[src/rtl/raster_pkg.sv]
package raster_pkg;
    typedef enum logic [1:0] {
        PH_VISIBLE,
        PH_POSTRENDER,
        PH_VBLANK,
        PH_PRERENDER
    } raster_phase_e;
endpackage

[src/rtl/raster_dot_ctr.sv]
module raster_dot_ctr #(
    parameter int DOTS_PER_LINE = 341,
    localparam int DOT_W = $clog2(DOTS_PER_LINE)
) (
    input  logic             clk,
    input  logic             rst,
    input  logic             skip_i,
    output logic [DOT_W-1:0] dot_o,
    output logic             wrap_o
);
    localparam logic [DOT_W-1:0] LAST_DOT = DOT_W'(DOTS_PER_LINE - 1);

    logic [DOT_W-1:0] dot_q;

    // Wrap at the last dot, or early when the odd-frame skip fires
    assign wrap_o = (dot_q == LAST_DOT) || skip_i;

    always_ff @(posedge clk) begin
        if (rst)
            dot_q <= '0;
        else if (wrap_o)
            dot_q <= '0;
        else
            dot_q <= dot_q + 1'b1;
    end

    assign dot_o = dot_q;
endmodule

[src/rtl/raster_line_ctr.sv]
module raster_line_ctr #(
    parameter int LINES_PER_FRAME = 262,
    localparam int LINE_W = $clog2(LINES_PER_FRAME)
) (
    input  logic              clk,
    input  logic              rst,
    input  logic              step_i,
    output logic [LINE_W-1:0] line_o,
    output logic              last_o
);
    localparam logic [LINE_W-1:0] LAST_LINE = LINE_W'(LINES_PER_FRAME - 1);

    logic [LINE_W-1:0] line_q;

    assign last_o = (line_q == LAST_LINE);

    always_ff @(posedge clk) begin
        if (rst)
            line_q <= '0;
        else if (step_i)
            line_q <= last_o ? '0 : line_q + 1'b1;
    end

    assign line_o = line_q;
endmodule

[src/rtl/raster_phase_fsm.sv]
module raster_phase_fsm
    import raster_pkg::*;
#(
    parameter int DOTS_PER_LINE   = 341,
    parameter int LINES_PER_FRAME = 262,
    parameter int VBLANK_LINE     = 241,
    localparam int DOT_W  = $clog2(DOTS_PER_LINE),
    localparam int LINE_W = $clog2(LINES_PER_FRAME)
) (
    input  logic              clk,
    input  logic              rst,
    input  logic              line_step_i,
    input  logic [DOT_W-1:0]  dot_i,
    input  logic [LINE_W-1:0] line_i,
    input  logic              odd_i,
    input  logic              render_en_i,
    output logic              skip_o,
    output logic              frame_start_o,
    output logic              vblank_start_o,
    output logic              prerender_start_o
);
    localparam logic [LINE_W-1:0] LAST_VIS_LINE = LINE_W'(VBLANK_LINE - 2);
    localparam logic [LINE_W-1:0] LAST_VBL_LINE = LINE_W'(LINES_PER_FRAME - 2);
    localparam logic [LINE_W-1:0] VBL_LINE      = LINE_W'(VBLANK_LINE);
    localparam logic [DOT_W-1:0]  SKIP_DOT      = DOT_W'(DOTS_PER_LINE - 2);
    localparam logic [DOT_W-1:0]  STROBE_DOT    = DOT_W'(1);

    raster_phase_e state_q, state_d;

    // State register
    always_ff @(posedge clk) begin
        if (rst)
            state_q <= PH_VISIBLE;
        else
            state_q <= state_d;
    end

    // Next-state logic
    always_comb begin
        state_d = state_q;
        unique case (state_q)
            PH_VISIBLE:    if (line_step_i && line_i == LAST_VIS_LINE) state_d = PH_POSTRENDER;
            PH_POSTRENDER: if (line_step_i) state_d = PH_VBLANK;
            PH_VBLANK:     if (line_step_i && line_i == LAST_VBL_LINE) state_d = PH_PRERENDER;
            PH_PRERENDER:  if (line_step_i) state_d = PH_VISIBLE;
        endcase
    end

    // Outputs decoded from phase and dot position
    always_comb begin
        skip_o            = 1'b0;
        frame_start_o     = 1'b0;
        vblank_start_o    = 1'b0;
        prerender_start_o = 1'b0;
        unique case (state_q)
            PH_VISIBLE:    frame_start_o  = (line_i == '0) && (dot_i == '0);
            PH_POSTRENDER: ;
            PH_VBLANK:     vblank_start_o = (line_i == VBL_LINE) && (dot_i == STROBE_DOT);
            PH_PRERENDER: begin
                prerender_start_o = (dot_i == STROBE_DOT);
                skip_o            = (dot_i == SKIP_DOT) && odd_i && render_en_i;
            end
        endcase
    end
endmodule

[src/rtl/raster_timing_gen.sv]
module raster_timing_gen #(
    parameter int DOTS_PER_LINE   = 341,
    parameter int LINES_PER_FRAME = 262,
    parameter int VBLANK_LINE     = 241
) (
    input  logic                                 clk,
    input  logic                                 rst,
    input  logic                                 render_en,
    output logic [$clog2(DOTS_PER_LINE)-1:0]     dot_o,
    output logic [$clog2(LINES_PER_FRAME)-1:0]   line_o,
    output logic                                 odd_frame_o,
    output logic                                 frame_start_o,
    output logic                                 vblank_start_o,
    output logic                                 prerender_start_o
);
    localparam int DOT_W  = $clog2(DOTS_PER_LINE);
    localparam int LINE_W = $clog2(LINES_PER_FRAME);

    logic              skip;
    logic              dot_wrap;
    logic              line_last;
    logic              odd_q;
    logic [DOT_W-1:0]  dot;
    logic [LINE_W-1:0] line;

    raster_dot_ctr #(.DOTS_PER_LINE(DOTS_PER_LINE)) u_dot (
        .clk    (clk),
        .rst    (rst),
        .skip_i (skip),
        .dot_o  (dot),
        .wrap_o (dot_wrap)
    );

    raster_line_ctr #(.LINES_PER_FRAME(LINES_PER_FRAME)) u_line (
        .clk    (clk),
        .rst    (rst),
        .step_i (dot_wrap),
        .line_o (line),
        .last_o (line_last)
    );

    raster_phase_fsm #(
        .DOTS_PER_LINE   (DOTS_PER_LINE),
        .LINES_PER_FRAME (LINES_PER_FRAME),
        .VBLANK_LINE     (VBLANK_LINE)
    ) u_fsm (
        .clk               (clk),
        .rst               (rst),
        .line_step_i       (dot_wrap),
        .dot_i             (dot),
        .line_i            (line),
        .odd_i             (odd_q),
        .render_en_i       (render_en),
        .skip_o            (skip),
        .frame_start_o     (frame_start_o),
        .vblank_start_o    (vblank_start_o),
        .prerender_start_o (prerender_start_o)
    );

    // Frame parity flips on every frame wrap
    always_ff @(posedge clk) begin
        if (rst)
            odd_q <= 1'b0;
        else if (dot_wrap && line_last)
            odd_q <= ~odd_q;
    end

    assign dot_o       = dot;
    assign line_o      = line;
    assign odd_frame_o = odd_q;
endmodule

[config.mk]
export PLATFORM = sky130hd
export DESIGN_NAME = raster_timing_gen
export DESIGN_NICKNAME = d
export VERILOG_FILES = /design/src/rtl/raster_pkg.sv /design/src/rtl/raster_dot_ctr.sv /design/src/rtl/raster_line_ctr.sv /design/src/rtl/raster_phase_fsm.sv /design/src/rtl/raster_timing_gen.sv
export SDC_FILE = /design/constraint.sdc
export NUM_CORES = 1
export LEC_CHECK = 0
export ABC_AREA = 1
export BUFFER_PORTS_ARGS = -buffer_cell sky130_fd_sc_hd__buf_2
export CORE_AREA = 2 2 80 82
export CTS_BUF_LIST = sky130_fd_sc_hd__clkbuf_16
export DETAILED_ROUTE_END_ITERATION = 6
export DIE_AREA = 0 0 82 84
export SYNTH_ARGS = -nofsm -noshare
export SYNTH_HDL_FRONTEND = slang
export SYNTH_HIERARCHICAL = 1
export SYNTH_SLANG_ARGS = --single-unit
[constraint.sdc]
create_clock -name clk -period 1.8 [get_ports clk]
set_input_delay 0.18 -clock clk [delete_from_list [all_inputs] [get_ports clk]]
set_output_delay 0.18 -clock clk [all_outputs]
set_load 0.05 [all_outputs]
==> results, run 1 <==
- At the pin with the least slew margin, the transition time is 0.365 ns.
- The antenna diode instance count is 0.
- The library cells used most frequently in the layout, excluding fill and tap cells, are sky130_fd_sc_hd__nand2_1, sky130_fd_sc_hd__nor2_1, sky130_fd_sc_hd__inv_1.
- The clock insertion delay at the later pin of the skew report is 0.25 ns.
- The final count of hold timing violations is 0.
- The dominant delay contributor by cell family on the critical path is simple AND/OR/NAND/NOR gates.
- The arrival time of data at the critical path endpoint is 1.50 ns.
- Of all flip-flops after synthesis, the portion carrying an async set or reset was 0.
- The average via count per standard cell is 4.29.
- The most frequently used flop master after synthesis is sky130_fd_sc_hd__dfxtp_1.
- In this run the critical register-to-register path is captured at u_fsm/state_q[1]$_SDFFE_PP0P_.
- Port buffering added 24 buffers.
- The buffering stage count on the worst path with inverters included is 1.
- The fraction of layout cells with a size suffix above 1 is 0.357.
- The maximum clock path buffer count is 2.
- The flow ran to the end, and the final reports show no timing, DRC or antenna violations.
- Counting distinct cell types in the post-synthesis netlist gives 29.
- The global-route usage over all layers is 0.107.
- For this run, design rule violations remaining after detail routing come to 0.
- The synthesized flop and latch total is 21.
- For this design the ratio of total power to cell area is 637 nW/um^2.
- TritonCTS built the clock tree.
- The die span in y is 84 um.
- The number of instances in the synthesized netlist is 215.
- In this run the tightest slew margin relative to its limit is 0.754.
- The type of element launching the critical path is a register.
- Leaving out fill and tap cells, the most frequent cell in the layout is sky130_fd_sc_hd__nand2_1.
- The slowest stage of the critical path belongs to the cell sky130_fd_sc_hd__or3_1.
- The finished layout holds 329 standard cells, fillers aside.
- Synthesis produced a netlist with a net count of 226.
- The number of maximum-capacitance violations is 0.
- The die is 82 um wide.
- Counting instances, the worst hold path has a depth of 2.
- In this run, the number of DRC markers left after iteration 0 of detailed routing was 41.
- The number of placed instances, taps included, is 320.
- The peak ir drop on the vdd network is 0.313 mV.
- After clock tree synthesis, the flow added hold-fix buffers numbering 0.
- For this run, the post-layout net count is 264.
- The sequential-to-total area share from yosys stat is 0.300.
- The initial utilization of the core area, before any placement, comes to 0.230.
- After clock tree synthesis, the clock-pin slew on the worst setup and hold paths is 0.06 ns.
- The launch point of the worst hold path is rst.
- The cell area after synthesis is 1400 um^2.
- The die covers 6890 um^2.
- Global routing finished with a remaining overflow of 0.
- The placeable core region is 6100 um^2.
- The total power of the final layout is 1210 uW.
- Along the worst path, the maximum fanout reaches 8.
- The tree is rooted in a sky130_fd_sc_hd__clkbuf_16.
- The type of the tightest min-delay check is primary input to register.
- In the finished design, the share of the clock period the worst path needs comes to 0.933.
- The final-report max-slew violation count is 0.
- The maximum clock frequency is 595 MHz.
- The TritonCTS sink count is 21.
- The number of global-route vias before repair came to 1299.
- The wire length after detailed routing is 3590 um.
- The mean area per synthesized cell is 6.52 um^2.
- In this design, the stage delay of the slowest critical-path cell is 0.42 ns.
- The initialized floorplan defines 29 standard-cell rows.
- The shortest clock period the worst path allows after layout is 1.68 ns.
- The setup skew after layout is 0.00334 ns.
- The final route contains 1411 vias.
- The depth of the CTS H-tree is 1.
- The number of antenna violations at the first check in global routing came to 0.
- After routing, the total negative slack on setup checks comes to 0 ns.
- The synthesis-to-finish area growth is 35.7%.
- The required time at the worst-slack endpoint is 1.62 ns.
- The count of nets left with antenna violations once routing finished came out at 0.
- Setup repair after global routing could not meet its margin everywhere.
- In this run, CTS created clock tree buffers numbering 3.
- In this run the register-to-register setup slack is 0.18 ns.
- The maximum number of pins on one net before global-route repair is 12.
- The I/O pin total is 25.
- Summed over all cells, the static leakage comes to 0.000816 uW.
- The worst hold path terminates at u_line/line_o[6]$_SDFFE_PP0P_.
- The first global-routing pass estimated 5840 um of wire.
- The count of final setup violators is 0.
- The count of flip-flops with a built-in enable after synthesis is 0.
- The Yosys warning count is 6.
- Dividing the detail-routed wire length by the instance count gives 10.9 um.
- The worst register-to-register path begins at u_dot/dot_o[6]$_SDFF_PP0_.
- The HPWL reported at the end of detailed placement is 2660 um.
- Traced cell by cell, the critical path runs through or3_1 -> nor4_4 -> buf_6.
- STA classifies the critical path endpoint as a primary output.
- The critical path in this run is classified as register to primary output.
- For the worst flop-to-flop path, the logic depth is 15.
- The number of detailed-route iterations in the first pass is 4.
- Routability-driven placement finished with a final weighted congestion of 0.792.
## logic make-up (layout without fill, tap and decap cells)
group / Yosys count / in the layout / synth area share
and+or+nand+nor: 135 / 136 / 0.454
buffers and inverters: 35 / 71 / 0.0946
DFF: 21 / 21 / 0.300
AOI/OAI and AO/OA: 10 / 10 / 0.0429
adders and majority gates: 8 / 8 / 0.0714
xor gates and xnor gates: 6 / 6 / 0.0375
## cell usage after synthesis, types with 2 or more instances
cell type	count	area share
sky130_fd_sc_hd__nand3_1	15	0.054
sky130_fd_sc_hd__a21oi_1	3	0.011
sky130_fd_sc_hd__dfxtp_1	21	0.30
sky130_fd_sc_hd__ha_1	8	0.071
sky130_fd_sc_hd__a21oi_2	2	0.013
sky130_fd_sc_hd__nor4_1	2	0.0089
sky130_fd_sc_hd__nand2_2	6	0.027
sky130_fd_sc_hd__o21ai_0	3	0.011
sky130_fd_sc_hd__nor2_2	6	0.027
sky130_fd_sc_hd__nor3_1	3	0.011
sky130_fd_sc_hd__or2_1	2	0.0089
sky130_fd_sc_hd__nand4_1	6	0.027
sky130_fd_sc_hd__nor2_1	43	0.12
sky130_fd_sc_hd__inv_1	33	0.088
sky130_fd_sc_hd__nand2_1	44	0.12
sky130_fd_sc_hd__xor2_1	5	0.031
## worst max path at each step
stage	end	start	depth (start not counted)
after floorplan	u_line/line_o[8]$_SDFFE_PP0P_	u_dot/dot_o[1]$_SDFF_PP0_	10
after detailed placement	u_fsm/state_q[1]$_SDFFE_PP0P_	u_fsm/state_q[1]$_SDFFE_PP0P_	14
after global placement	u_fsm/state_q[1]$_SDFFE_PP0P_	u_fsm/state_q[1]$_SDFFE_PP0P_	14
after global routing	u_fsm/state_q[1]$_SDFFE_PP0P_	u_dot/dot_o[6]$_SDFF_PP0_	15
final	frame_start_o	u_dot/dot_o[1]$_SDFF_PP0_	3
after CTS	u_fsm/state_q[1]$_SDFFE_PP0P_	u_fsm/state_q[1]$_SDFFE_PP0P_	14
## state kept, by name (all words and copies together), names as in the netlist
signal,count
u_dot/dot_o,9
odd_frame_o,1
u_fsm/state_q,2
u_line/line_o,9
## per-stage QoR
stage,worst slack (ns),utilization,hold WS [ns],area [um^2]
after floorplan,0.0186,-,0.252,1460
after global placement,0.0778,0.280,0.451,1710
after detailed placement,-0.00768,0.280,0.456,1710
after CTS,0.0162,0.296,0.185,1800
after global routing,-0.00266,0.312,0.197,1900
final,0.120,0.312,0.192,1900
## power by group
group          internal (uW)  switching (uW)  total, uW
logic                   83.5             150        233
clock network            296             176        472
registers                478            27.7        506
## what timing repair did
| action | in CTS | in global routing |
|---|---|---|
| buffers inserted | 0 | 4 |
| setup endpoints to repair | 6 | 14 |
| cloned | 0 | 1 |
| pin swaps | 1 | 9 |
| resized for setup | 5 | 23 |
## routing by layer
metal	track usage	routed length (um)	vias to the layer above
li1	-	-	747
met3	0.0238	213	2
met4	0.0333	29	0
met1	0.139	1710	632
met2	0.172	1640	30
met5	0	0	-
## layout make-up
type | count | area [um^2]
Tap cell | 77 | 96.3
Clock buffer | 3 | 75.1
Clock inverter | 1 | 3.75
Timing Repair Buffer | 33 | 203
Multi-Input combinational cell | 160 | 941
Inverter | 34 | 130
Fill cell | 684 | 4190
Sequential cell | 21 | 453
## worst register-to-register path, stage by stage (launching register included)
cell                      delay [ns]
sky130_fd_sc_hd__dfxtp_4        0.38
sky130_fd_sc_hd__inv_4          0.05
sky130_fd_sc_hd__nor2_4         0.09
sky130_fd_sc_hd__nand3_2        0.06
sky130_fd_sc_hd__nor3_2         0.19
sky130_fd_sc_hd__inv_2          0.09
sky130_fd_sc_hd__nand2_4        0.09
sky130_fd_sc_hd__inv_2          0.03
sky130_fd_sc_hd__nor2_1         0.07
sky130_fd_sc_hd__nand2_1        0.07
sky130_fd_sc_hd__nor2_2         0.11
sky130_fd_sc_hd__nand2_2        0.06
sky130_fd_sc_hd__nand2_2        0.08
sky130_fd_sc_hd__nand3_2        0.05
sky130_fd_sc_hd__nand2_1        0.06
sky130_fd_sc_hd__nor2_1         0.03
(Power assumes the default switching activity.)
==> inputs of run 2 (changes only) <==
--- a/config.mk
+++ b/config.mk
@@ -7,10 +7,13 @@
 export LEC_CHECK = 0
 export ABC_AREA = 1
 export BUFFER_PORTS_ARGS = -buffer_cell sky130_fd_sc_hd__buf_2
+export CELL_PAD_IN_SITES_DETAIL_PLACEMENT = 2
+export CELL_PAD_IN_SITES_GLOBAL_PLACEMENT = 2
 export CORE_AREA = 2 2 80 82
 export CTS_BUF_LIST = sky130_fd_sc_hd__clkbuf_16
 export DETAILED_ROUTE_END_ITERATION = 6
 export DIE_AREA = 0 0 82 84
+export PLACE_DENSITY_LB_ADDON = 0.1
 export SYNTH_ARGS = -nofsm -noshare
 export SYNTH_HDL_FRONTEND = slang
 export SYNTH_HIERARCHICAL = 1
==> run 2 against run 1 <==
  * Sequential share of layout area down 0.88 points
  * Cell area increased by 3.6%
  * Clock power rose by 5.1%
  * Maximum frequency is 2.6% lower
  * Clock skew is 0.0017 ns lower
  * Via count is 7.7% higher
  * Setup slack worse by 0.044 ns
  * Die area unchanged
  * Cell count increased by 2.7%
  * Sequential power shrank 3%
  * Clock-buffer cell count stayed put
==> results, run 2 (synthesis gave the netlist of run 1 again) <==
- The total of buffers placed on input and output ports is 24 (unchanged).
- The final net count is 273 (was 264).
- The average via count per standard cell is 4.50 (was 4.29).
- The maximum clock path buffer count was 2 (unchanged).
- The HPWL reported at the end of detailed placement is 3780 um (was 2660 um).
- Unrepaired setup endpoints after global routing: true (unchanged).
- The delay of the slowest critical-path stage is 0.33 ns (was 0.42 ns).
- The final-report max-slew violation count is 0 (unchanged).
- The remaining max-slew budget at the tightest pin was 0.701 (was 0.754).
- The cell count after placement is 330 (was 320).
- The clock insertion delay at the later pin of the skew report is 0.26 ns (was 0.25 ns).
- The wire length per cell came to 13.8 um (was 10.9 um).
- The die span in y came to 84 um (unchanged).
- The reg-to-reg critical path startpoint is u_dot/dot_o[1]$_SDFF_PP0_ (was u_dot/dot_o[6]$_SDFF_PP0_).
- The kind of critical path is register to primary output (unchanged).
- The length in cells of the worst reg-to-reg path was 10 (was 15).
- The portion of total power attributed to combinational logic is 0.233 (was 0.193).
- The antenna diode instance count is 0 (unchanged).
- The final design instance area without fill was 1970 um^2 (was 1900 um^2).
- The switching power share of the total is 0.302 (was 0.292).
- The final count of hold timing violations is 0 (unchanged).
- The static leakage is 0.000850 uW (was 0.000816 uW).
- The type of element launching the critical path is a register (unchanged).
- Result of the run: finished, final reports clean (unchanged).
- The total area of sequential cells was 452 um^2 (was 453 um^2).
- The count of final setup violators came to 0 (unchanged).
- The multi-input combinational cell area came to 927 um^2 (was 941 um^2).
- The worst min-delay path endpoint is u_line/line_o[5]$_SDFFE_PP0P_ (was u_line/line_o[6]$_SDFFE_PP0P_).
- The worst-path cell with the longest stage delay is sky130_fd_sc_hd__dfxtp_2 (was sky130_fd_sc_hd__or3_1).
- The number of buffers inserted by hold repair at cts is 0 (unchanged).
- The required time at the worst-slack endpoint is 1.62 ns (about the same).
- The overall die width is 82 um (unchanged).
- The number of global-route vias before repair is 1625 (was 1299).
- The placeable core region is 6100 um^2 (unchanged).
- Critical Path, Cell by Cell: buf_6 -> inv_4 -> ha_4 -> inv_2 -> nor2_2 -> nand3_2 -> nor4_4 -> buf_6 (was or3_1 -> nor4_4 -> buf_6).
- The maximum number of pins on one net before global-route repair is 14 (was 12).
- The remaining design rule violation count is 0 (unchanged).
- The type of the tightest min-delay check is primary input to register (unchanged).
- The worst hold path cell count was 2 (unchanged).
- The TritonCTS sink count is 21 (unchanged).
- The setup slack of the worst register-to-register path is 0.13 ns (was 0.18 ns).
- The clock tree from TritonCTS was built (unchanged).
- The critical path's most frequent cell is sky130_fd_sc_hd__buf_6.
- The number of detailed-route iterations in the first pass was 4 (unchanged).
- The total power of the final layout is 1290 uW (was 1210 uW).
- The arrival time of data at the critical path endpoint was 1.54 ns (was 1.50 ns).
- The total power density per cell area was 654 nW/um^2 (was 637 nW/um^2).
- The routability-driven placement congestion ratio is 0.679 (was 0.792).
- The violation count after the first detailed-route iteration is 25 (was 41).
- The internal cell power is 898 uW (was 858 uW).
- The I/O pin total was 25 (unchanged).
- The most common cell after layout, fill and taps aside is sky130_fd_sc_hd__nand2_1 (unchanged).
- The synthesis-to-finish area growth is 40.5% (was 35.7%).
- The worst hold slack across all endpoints is 0.197 ns (was 0.192 ns).
- The shortest clock period the worst path allows after layout is 1.72 ns (was 1.68 ns).
- The share of power burned in the clock network is 0.385 (was 0.390).
- The number of clock buffers inserted by TritonCTS was 3 (unchanged).
- Commonest cells after routing, fill and taps aside: sky130_fd_sc_hd__nand2_1, sky130_fd_sc_hd__nor2_1, sky130_fd_sc_hd__inv_1 (unchanged).
- The clock transition at the register clock pins on the worst setup and hold paths after CTS is 0.06 ns (about the same).
- The full die area is 6890 um^2 (unchanged).
- The depth of the CTS H-tree is 1 (unchanged).
- The master cell of the clock root buffer was sky130_fd_sc_hd__clkbuf_16 (unchanged).
- The remaining global-route overflow is 0 (unchanged).
- The number of cells in the finished layout apart from fillers was 338 (was 329).
- The effective utilization at floorplan was 0.230 (unchanged).
- The measured slew at the worst slew-check pin is 0.444 ns (was 0.365 ns).
- The number of fillers in the final layout is 760 (was 684).
- The setup skew after layout is 0.00166 ns (was 0.00334 ns).
- The maximum net fanout on the critical path is 3 (was 8).
- The switching power of the nets is 389 uW (was 354 uW).
- The wire length after detailed routing is 4650 um (was 3590 um).
- The number of antenna violations at the first check in global routing was 0 (unchanged).
- The period utilization was 0.958 (was 0.933).
- The proportion of power drawn by flip-flops and latches is 0.382 (was 0.418).
- The via count was 1520 (was 1411).
- The launch point of the worst hold path was rst (unchanged).
- The maximum clock frequency is 580 MHz (was 595 MHz).
- The number of nets still failing antenna checks after routing is 0 (unchanged).
- The buffering stage count on the worst path with inverters included is 4 (was 1).
- The destination of the worst register-to-register timing path is u_line/line_o[0]$_SDFFE_PP0P_ (was u_fsm/state_q[1]$_SDFFE_PP0P_).
- The dominant delay contributor by cell family on the critical path is simple AND/OR/NAND/NOR gates (unchanged).
- The capturing element type of the critical path is a primary output (unchanged).
- The post-place instance area is 1780 um^2 (was 1710 um^2).
- The peak ir drop on the vdd network is 0.294 mV (was 0.313 mV).
- The global-route usage over all layers is 0.147 (was 0.107).
- The number of maximum-capacitance violations is 0 (unchanged).
- The number of cell rows is 29 (unchanged).
- The fraction of layout cells with a size suffix above 1 is 0.395 (was 0.357).
- The wire length of the first global-routing pass was 7740 um (was 5840 um).
-- run 2: changes by cell type in the layout (fill, tap and decap cells not counted), moves of 2 or more --
cell and delta:
sky130_fd_sc_hd__buf_4 +8, sky130_fd_sc_hd__dfxtp_2 +2, sky130_fd_sc_hd__nor2_2 +2, sky130_fd_sc_hd__inv_1 -2, sky130_fd_sc_hd__nor2_4 -2
-- run 2: power groups by stage --
| stage | sequential (uW) | combinational, uW | clock, uW |
|---|---|---|---|
| after floorplan | 524 | 157 | 0 |
| after global placement | 497 | 252 | 0 |
| after detailed placement | 499 | 257 | 0 |
| after CTS | 488 | 268 | 516 |
| after global routing | 494 | 338 | 549 |
| final | 492 | 299 | 496 |
-- run 2: layout make-up --
| class | instances | area share |
|---|---|---|
| Inverter | 34 | 0.0661 |
| Sequential cell | 21 | 0.229 |
| Clock inverter | 1 | 0.00381 |
| Clock buffer | 3 | 0.0381 |
| Timing Repair Buffer | 43 | 0.143 |
| Tap cell | 77 | 0.0489 |
| Multi-Input combinational cell | 159 | 0.471 |
-- run 2: timing repair --
| action | CTS | global route |
|---|---|---|
| pin swaps | 3 | 10 |
| setup endpoints to repair | 4 | 11 |
| resized for setup | 5 | 23 |
| setup buffers | 1 | 3 |
-- run 2: through the flow --
step	worst slack, ns	TNS [ns]	utilization
detailed placement	0.0182	0	0.292
CTS	0.0155	0	0.310
floorplan	0.0186	0	-
global placement	0.0839	0	0.292
global route	-0.0354	-0.0823	0.323
finish	0.0759	0	0.323
-- run 2: how the worst max path moves through the flow --
stage / start / cells after the start / to
final: u_fsm/state_q[1]$_SDFFE_PP0P_ / 8 / frame_start_o
after detailed placement: u_fsm/state_q[0]$_SDFFE_PP0P_ / 13 / u_fsm/state_q[1]$_SDFFE_PP0P_
after CTS: u_dot/dot_o[1]$_SDFF_PP0_ / 4 / frame_start_o
after global routing: u_dot/dot_o[4]$_SDFF_PP0_ / 5 / vblank_start_o
after floorplan: u_dot/dot_o[1]$_SDFF_PP0_ / 10 / u_line/line_o[8]$_SDFFE_PP0P_
after global placement: u_fsm/state_q[0]$_SDFFE_PP0P_ / 13 / u_fsm/state_q[1]$_SDFFE_PP0P_
-- run 2: routing by layer --
metal	vias up	track usage	part of all wire
met1	733	0.175	0.44
met5	-	0	0
li1	759	-	-
met4	0	0.0364	0.0099
met2	23	0.267	0.52
met3	5	0.0227	0.032
==> inputs of run 3 (changes only) <==
==> constraint.sdc (replaced) <==
create_clock -name clk -period 1.7 [get_ports clk]
set_input_delay 0.17 -clock clk [delete_from_list [all_inputs] [get_ports clk]]
set_output_delay 0.17 -clock clk [all_outputs]
set_load 0.05 [all_outputs]
==> run 3 against run 2 <==
  * The run now ends with setup timing left
  * Routed wire length is 9.2% higher
  * Clock skew about the same
  * Sequential cell count unchanged
  * Total power rose by 10%
  * Global-route usage up 0.73 points
  * Critical path depth is the same
  * Clock-buffer cell count did not move
  * Sequential power rose by 5.3%
  * Non-clock buffer count grew 15
==> results, run 3 (synthesis gave the netlist of run 1 again) <==
- The buffering stage count on the worst path with inverters included is 4 (unchanged).
- The worst-path cell with the longest stage delay is sky130_fd_sc_hd__dfxtp_2 (unchanged).
- The global-route usage over all layers is 0.154 (was 0.147).
- The wire length of the first global-routing pass was 8130 um (was 7740 um).
- The final count of hold timing violations was 0 (unchanged).
- The number of nets still failing antenna checks after routing is 0 (unchanged).
- The final net count came to 289 (was 273).
- The capturing element type of the critical path is a primary output (unchanged).
- The number of antenna violations at the first check in global routing is 0 (unchanged).
- Critical Path, Cell by Cell: buf_6 -> inv_4 -> ha_4 -> inv_2 -> nor2_2 -> nand3_2 -> nor4_4 -> buf_6 (unchanged).
- Unrepaired setup endpoints after global routing: true (unchanged).
- The clock tree from TritonCTS is built (unchanged).
- The number of fillers in the final layout is 759 (was 760).
- The wire length after detailed routing came to 5080 um (was 4650 um).
- The placeable core region came to 6100 um^2 (unchanged).
- The count of final setup violators is 2 (was 0).
- The number of maximum-capacitance violations is 0 (unchanged).
- The portion of total power attributed to combinational logic is 0.274 (was 0.233).
- The number of global-route vias before repair was 1687 (was 1625).
- The maximum clock path buffer count came to 2 (unchanged).
- The static leakage came to 0.000965 uW (was 0.000850 uW).
- The clock transition at the register clock pins on the worst setup and hold paths after CTS came to 0.06 ns (about the same).
- The TritonCTS sink count is 21 (unchanged).
- The arrival time of data at the critical path endpoint is 1.59 ns (was 1.54 ns).
- The reg-to-reg critical path startpoint is u_fsm/state_q[0]$_SDFFE_PP0P_ (was u_dot/dot_o[1]$_SDFF_PP0_).
- The proportion of power drawn by flip-flops and latches is 0.366 (was 0.382).
- The shortest clock period the worst path allows after layout is 1.76 ns.
- The type of element launching the critical path was a register (unchanged).
- The worst hold slack across all endpoints is 0.192 ns (was 0.197 ns).
- The peak ir drop on the vdd network was 0.305 mV (was 0.294 mV).
- The cell count after placement is 338 (was 330).
- The final-report max-slew violation count is 0 (unchanged).
- The violation count after the first detailed-route iteration is 16 (was 25).
- The effective utilization at floorplan is 0.230 (unchanged).
- The final reports fail on setup timing.
- The dominant delay contributor by cell family on the critical path is simple AND/OR/NAND/NOR gates (unchanged).
- The final design instance area without fill is 2180 um^2 (was 1970 um^2).
- The required time at the worst-slack endpoint is 1.53 ns (was 1.62 ns).
- Commonest cells after routing, fill and taps aside: sky130_fd_sc_hd__nand2_1, sky130_fd_sc_hd__nor2_1, sky130_fd_sc_hd__buf_4 (was sky130_fd_sc_hd__nand2_1, sky130_fd_sc_hd__nor2_1, sky130_fd_sc_hd__inv_1).
- Static timing analysis puts the maximum clock frequency at 567 MHz.
- The number of cell rows is 29 (unchanged).
- The worst setup path startpoint is u_fsm/state_q[1]$_SDFFE_PP0P_ (unchanged).
- The clock insertion delay at the later pin of the skew report came to 0.25 ns (was 0.26 ns).
- The post-place instance area came to 1870 um^2 (was 1780 um^2).
- The number of cells in the finished layout apart from fillers came to 354 (was 338).
- The measured slew at the worst slew-check pin is 0.386 ns (was 0.444 ns).
- The share of power burned in the clock network is 0.360 (was 0.385).
- The die span in y was 84 um (unchanged).
- The most common cell after layout, fill and taps aside is sky130_fd_sc_hd__nand2_1 (unchanged).
- The total negative setup slack is -0.0769 ns (was 0 ns).
- The full die area was 6890 um^2 (unchanged).
- The total power density per cell area is 648 nW/um^2 (was 654 nW/um^2).
- The delay of the slowest critical-path stage is 0.34 ns (was 0.33 ns).
- The number of detailed-route iterations in the first pass is 4 (unchanged).
- The remaining design rule violation count came to 0 (unchanged).
- The type of the tightest min-delay check is primary input to register (unchanged).
- The HPWL reported at the end of detailed placement is 3750 um (was 3780 um).
- The number of buffers inserted by hold repair at cts is 0 (unchanged).
- The master cell of the clock root buffer is sky130_fd_sc_hd__clkbuf_16 (unchanged).
- The depth of the CTS H-tree is 1 (unchanged).
- The total of buffers placed on input and output ports is 24 (unchanged).
- The remaining global-route overflow is 0 (unchanged).
- The wire length per cell is 14.4 um (was 13.8 um).
- The switching power of the nets is 432 uW (was 389 uW).
- The kind of critical path is register to primary output (unchanged).
- The antenna diode instance count is 0 (unchanged).
- The critical path's most frequent cell is sky130_fd_sc_hd__buf_6 (unchanged).
- Result of the run: complete, but fails checks (was finished, final reports clean).
- The maximum number of pins on one net before global-route repair was 12 (was 14).
- The period utilization is 1.04.
- The launch point of the worst hold path is rst (unchanged).
- The fraction of layout cells with a size suffix above 1 is 0.448 (was 0.395).
- The internal cell power was 983 uW (was 898 uW).
- The overall die width is 82 um (unchanged).
- The I/O pin total came to 25 (unchanged).
- The final worst setup slack is -0.0630 ns (was 0.0759 ns).
- The remaining max-slew budget at the tightest pin is 0.741 (was 0.701).
- The setup skew after layout was 0.00136 ns (was 0.00166 ns).
- The routability-driven placement congestion ratio is 0.751 (was 0.679).
- The switching power share of the total is 0.305 (was 0.302).
- The maximum net fanout on the critical path came to 3 (unchanged).
- The synthesis-to-finish area growth is 55.8% (was 40.5%).
- The via count came to 1555 (was 1520).
- The final core utilization is 0.358 (was 0.323).
- The average via count per standard cell is 4.39 (was 4.50).
- The number of clock buffers inserted by TritonCTS is 3 (unchanged).
run 3: cell type report:
class                      count  area (um^2)  share of cell area
multi-input combinational    160         1010               0.461
sequential                    21          469               0.215
timing repair buffer          58          398               0.182
inverter                      34          135              0.0619
tap                           77         96.3              0.0441
clock buffer                   3         75.1              0.0344
clock inverter                 1         3.75             0.00172
run 3: repair_timing:
item,in CTS,in global routing
endpoints found under the setup margin,8,14
setup buffers,6,5
gates cloned,1,0
resized for setup,17,26
pin swaps,8,11
hold endpoints to repair,0,0
run 3: worst paths after layout:
check                             endpoint  slack (ns)  cells after the start
max                          frame_start_o       -0.06                      8
min          u_line/line_o[6]$_SDFFE_PP0P_        0.19                      2
max reg2reg  u_line/line_o[5]$_SDFFE_PP0P_        0.01                     11
min reg2reg      u_dot/dot_o[0]$_SDFF_PP0_        0.56                      2
run 3: power by group through the flow:
stage | Combinational [uW] | Clock, uW | Sequential [uW]
after global placement | 284 | 0 | 520
final | 388 | 509 | 518
after floorplan | 166 | 0 | 546
after global routing | 430 | 550 | 520
after detailed placement | 285 | 0 | 520
after CTS | 344 | 542 | 513
run 3: per-layer routing:
| metal | GRT usage | up-vias | part of all wire |
|---|---|---|---|
| li1 | - | 790 | - |
| met2 | 0.276 | 22 | 0.52 |
| met1 | 0.186 | 738 | 0.44 |
| met4 | 0.0455 | 0 | 0.013 |
| met5 | 0 | - | 0 |
| met3 | 0.0206 | 5 | 0.031 |
run 3: per-stage QoR:
stage                     total power [uW]  setup WS, ns
after global placement                 803        0.0170
after floorplan                        712       -0.0196
after global routing                  1500        -0.143
after CTS                             1400        -0.111
after detailed placement               805       -0.0750
final                                 1420       -0.0630
